`src/rtl/cfg_wire_latch.sv`:
```
module cfg_wire_latch #(
  parameter int WORD_W    = 18,
  parameter int RDIV_W    = 10,
  parameter int NDIV_W    = 15,
  parameter int RDIV_MIN  = 2,
  parameter int SYNC_N    = 2
) (
  input  logic              clk,
  input  logic              rst_n,
  input  logic              ser_clk,
  input  logic              ser_dat,
  input  logic              ser_le,
  output logic [RDIV_W-1:0] ref_div,
  output logic              det_pol,
  output logic [NDIV_W-1:0] fb_div,
  output logic              pwr_down
);

  localparam int R_POL_BIT = RDIV_W + 1;
  localparam int N_PD_BIT  = NDIV_W + 1;
  localparam logic [RDIV_W-1:0] RMIN_V = RDIV_MIN[RDIV_W-1:0];

  logic [SYNC_N-1:0] ck_s, dt_s, le_s;
  logic              ck_d, le_d;
  logic [WORD_W-1:0] sr;

  always_ff @(posedge clk or negedge rst_n) begin
    if (!rst_n) begin
      ck_s <= '0;
      dt_s <= '0;
      le_s <= '0;
      ck_d <= 1'b0;
      le_d <= 1'b0;
    end else begin
      ck_s <= {ck_s[SYNC_N-2:0], ser_clk};
      dt_s <= {dt_s[SYNC_N-2:0], ser_dat};
      le_s <= {le_s[SYNC_N-2:0], ser_le};
      ck_d <= ck_s[SYNC_N-1];
      le_d <= le_s[SYNC_N-1];
    end
  end

  wire ck_rise = ck_s[SYNC_N-1] & ~ck_d;
  wire le_rise = le_s[SYNC_N-1] & ~le_d;
  wire dat_now = dt_s[SYNC_N-1];

  always_ff @(posedge clk or negedge rst_n) begin
    if (!rst_n)       sr <= '0;
    else if (ck_rise) sr <= {sr[WORD_W-2:0], dat_now};
  end

  wire [RDIV_W-1:0] r_raw = sr[RDIV_W:1];
  wire [RDIV_W-1:0] r_fix = (r_raw < RMIN_V) ? RMIN_V : r_raw;
  wire              sel_n = sr[0];

  logic unused_hi;
  assign unused_hi = ^sr[WORD_W-1:N_PD_BIT+1];

  always_ff @(posedge clk or negedge rst_n) begin
    if (!rst_n) begin
      ref_div  <= RMIN_V;
      det_pol  <= 1'b0;
      fb_div   <= '0;
      pwr_down <= 1'b0;
    end else if (le_rise) begin
      if (sel_n) begin
        fb_div   <= sr[NDIV_W:1];
        pwr_down <= sr[N_PD_BIT];
      end else begin
        ref_div  <= r_fix;
        det_pol  <= sr[R_POL_BIT];
      end
    end
  end

  a_r6_ref_floor: assert property (@(posedge clk) disable iff (!rst_n)
    ref_div >= RMIN_V);

  a_r7_hold_without_latch: assert property (@(posedge clk) disable iff (!rst_n)
    !le_rise |=> $stable(ref_div) && $stable(det_pol) && $stable(fb_div) && $stable(pwr_down));

  a_r3_ref_write_keeps_fb: assert property (@(posedge clk) disable iff (!rst_n)
    (le_rise && !sel_n) |=> $stable(fb_div) && $stable(pwr_down));

  a_r3_fb_write_keeps_ref: assert property (@(posedge clk) disable iff (!rst_n)
    (le_rise && sel_n) |=> $stable(ref_div) && $stable(det_pol));

  a_r2_shift_takes_data: assert property (@(posedge clk) disable iff (!rst_n)
    ck_rise |=> sr[0] == $past(dat_now));

endmodule

```
`config.mk`:
```
export PLATFORM = sky130hd
export DESIGN_NAME = cfg_wire_latch
export DESIGN_NICKNAME = d
export VERILOG_FILES = /design/src/rtl/cfg_wire_latch.sv
export SDC_FILE = /design/constraint.sdc
export NUM_CORES = 1
export LEC_CHECK = 0
export BUFFER_PORTS_ARGS = -buffer_cell sky130_fd_sc_hd__buf_2
export CORE_MARGIN = 3
export CORE_UTILIZATION = 35
export CTS_CLUSTER_SIZE = 28
export DETAILED_ROUTE_END_ITERATION = 8
export PLACE_DENSITY = 0.52
export SLEW_MARGIN = 30
export SYNTH_ARGS = -nofsm -noshare
export SYNTH_HDL_FRONTEND = slang
export SYNTH_SLANG_ARGS = --single-unit
```
`constraint.sdc`:
```
create_clock -name clk -period 2.15 [get_ports clk]
set_clock_uncertainty 0.15 [all_clocks]
set_input_delay 0.1075 -clock clk [delete_from_list [all_inputs] [get_ports clk]]
set_output_delay 0.1075 -clock clk [all_outputs]
set_load 0.05 [all_outputs]
```
==> summary.md <==
| Metric | Value |
|---|---|
| Peak per-stage delay on the critical path | 0.54 ns |
| Critical Path RT | 2.19 ns |
| Startpoint Class | flip-flop |
| Top-area cell type share of the netlist area | 65.8% |
| Cell area after synthesis | 1940 µm² |
| Post-Route WL | 3130 µm |
| PwrDens | 1580 nW/µm² |
| HP Class | in2async |
| Largest net degree at the start of global routing | 53 |
| Vias in the first global route | 1047 |
| Seq/Total Area, Yosys | 67.2% |
| DR pass1 iterations | 3 |
| Area leader, netlist | dfrtp_1 |
| Synth warnings | 0 |
| Initial antenna violation count | 0 |
| Placed insts | 208 |
| Peak supply drop | 0.000751 V |
| Fin crit period | 1.66 ns |
| Endpoints failing hold | 0 |
| Fin. max-slew vios | 0 |
| CTS tree | yes |
| GP Congestion | 0.652 |
| Final ANT Viol Nets | 0 |
| Reg2Reg Setup Slack | 0.49 ns |
| Drt wl/cell | 14.2 µm |
| Cell Rows | 26 |
| Multi-input gate area | 604 µm² |
| FILL cells | 493 |
| Cts bufs inserted | 5 |
| CP Buf/Inv Count | 0 |
| WHS | 0.184 ns |
| Worst Reg-to-Reg Cells | 2 |
| Postcts setup bufs | 0 |
| Gr ovfl total | 0 |
| Status | finished, final reports clean |
| R2r startpoint | sr[0] |
| Max Cap Violations | 0 |
| Worst-case clock buffer depth | 2 |
| Synthesized area per cell | 17.8 µm² |
| Vias per inst | 4.61 |
| IO Count | 32 |
| Worst setup path category | reg2reg |
| Root Driver | clkbuf_8 |
| #FFs+latches synth | 52 |
| Die ar. | 6470 µm² |
| FMAX | 0.601 GHz |
| Mapped Cells | 109 |
| Final core occ | 44.1% |
| # H-tree levels | 2 |
| Clk_lat worst skew | 0.30 ns |
| CP Cell Sequence | nor3b_4 -> mux2_2 |
| # setup viols final | 0 |
| Unrepaired setup endpoints after global routing | false |
| Gr usage total | 10.5% |
| Crit path from | sr[0] |
| Floorplan core area | 5240 µm² |
| Number of remaining DRC errors | 0 |
| Cells taking the most area after synthesis | dfrtp_1 66%, mux2_2 19%, mux2_4 7.7% |
| Sinks on Clock Net | 52 |
| Worst-Margin Slew | 0.592 ns |
| Period Utilization, post-route | 77.4% |
| Clock transition at the registers of the reported paths | 0.09 ns |
| Worst slew margin | 60.5% |
| Non-Filler Instances | 220 |
| Worst r2r dst | ref_div[6] |
| Area delta synth->final | 19.0% |
| Slowest-stage cell, CP | nor3b_4 |
| Via count | 1015 |
| CP Capture Type | flip-flop |
| Die Y | 80.4 µm |
| # diodes | 0 |
| Die Width | 80.4 µm |
| First-pass GRT wire length | 5100 µm |
| Delay-heaviest family, CP | simple AND/OR/NAND/NOR gates |
| Initial Utilization | 37.0% |
| Post-synth net total | 114 |
| Cell variety after synth | 15 |
| Worst Path Max Fanout | 13 |
| Setup TNS | 0 ns |
| Share of layout cells above drive strength 1 | 56.7% |
| Detail Placement HPWL | 2070 µm |
| Worst Path Arrival | 1.70 ns |
| Sequential Area | 1300 µm² |
| # nets final | 154 |
| Total leakage power | 1.14 nW |
| Starting DRT DRC Count | 42 |
| Port bufs | 31 |
## Yosys cell counts
cell       n
buf_4      2
nor2b_1    2
nor2_1     1
dfstp_2    1
a21oi_1    2
nor3b_4    1
buf_6      1
nand3b_1   1
buf_2      1
a31o_2     1
mux2_4    10
dfrtp_1   51
mux2_2    32
nor4_1     2
nand3b_4   1
## area by class of cell
class                      count  share of cell area (%)
clock buffer                   8                    3.90
timing repair buffer          37                    9.65
sequential                    52                    56.5
tap                           70                    3.80
multi-input combinational     53                    26.2
## cell usage in the layout (no fill, tap or decap), types with 2 or more instances in the layout
cell and instances:
nor2b_1 2, buf_2 31, nor4_1 2, clkbuf_1 2, dfrtp_1 51, mux2_2 32, clkbuf_8 6, mux2_4 10
dlygate4sd3_1 4, a21oi_1 2
## worst max-delay path by stage
stage	to	slack [ns]	cells after the start
2_1_floorplan	ref_div[2]	0.69	3
3_3_place_gp	ref_div[4]	0.53	2
3_5_place_dp	ref_div[6]	0.47	2
4_1_cts	ref_div[6]	0.46	2
5_1_grt	ref_div[8]	0.40	2
6_report	ref_div[6]	0.49	2
## worst reg2reg max path: cells and delay by family, from the launching register on
kind / cells / cell delay, ns
and+or+nand+nor: 1 / 0.54
DFF: 1 / 0.46
muxes: 1 / 0.41
## kinds of logic (layout without fill, tap and decap cells)
logic type             Yosys count  after routing  synth area share [%]
multiplexers                    42             42                  26.3
flip-flops                      52             52                  67.2
AND/OR/NAND/NOR                  8              8                  3.87
AO/OA/AOI/OAI                    3              3                 0.968
buffers and inverters            4             45                  1.61
## state kept, by name, indices dropped and copies added, names as in the netlist
signal / flops
sr: 17
pwr_down: 1
det_pol: 1
le_d: 1
ck_s: 2
ref_div: 10
ck_d: 1
le_s: 2
fb_div: 15
dt_s: 2
## power by group
group | leakage, nW | switching (mW) | total, mW | internal (mW)
logic | 0.442 | 0.993 | 1.48 | 0.492
registers | 0.648 | 0.263 | 1.60 | 1.33
clock network | 0.0455 | 0.292 | 0.555 | 0.263
## through the flow
| step | instance area, µm² | total power, mW | setup WS, ns |
|---|---|---|---|
| 2_1_floorplan | 1940 | 2.74 | 0.692 |
| 3_3_place_gp | 2180 | 3.09 | 0.531 |
| 3_5_place_dp | 2180 | 3.12 | 0.468 |
| 4_1_cts | 2310 | 3.69 | 0.459 |
| 5_1_grt | 2310 | 3.83 | 0.403 |
| 6_report | 2310 | 3.64 | 0.486 |
## timing repair
item	4_1_cts	5_1_grt
hold buffers	4	0
resized for setup	0	0
endpoints found under the hold margin	55	0
## per-layer routing
metal	wire (µm)	track usage [%]	share of wire [%]	vias up
met3	133	2.35	4.3	4
met1	1470	14.3	47	520
li1	-	-	-	468
met4	35	5.07	1.1	0
met5	0	0	0	-
met2	1490	15.7	48	23
(Power assumes the default switching activity.)
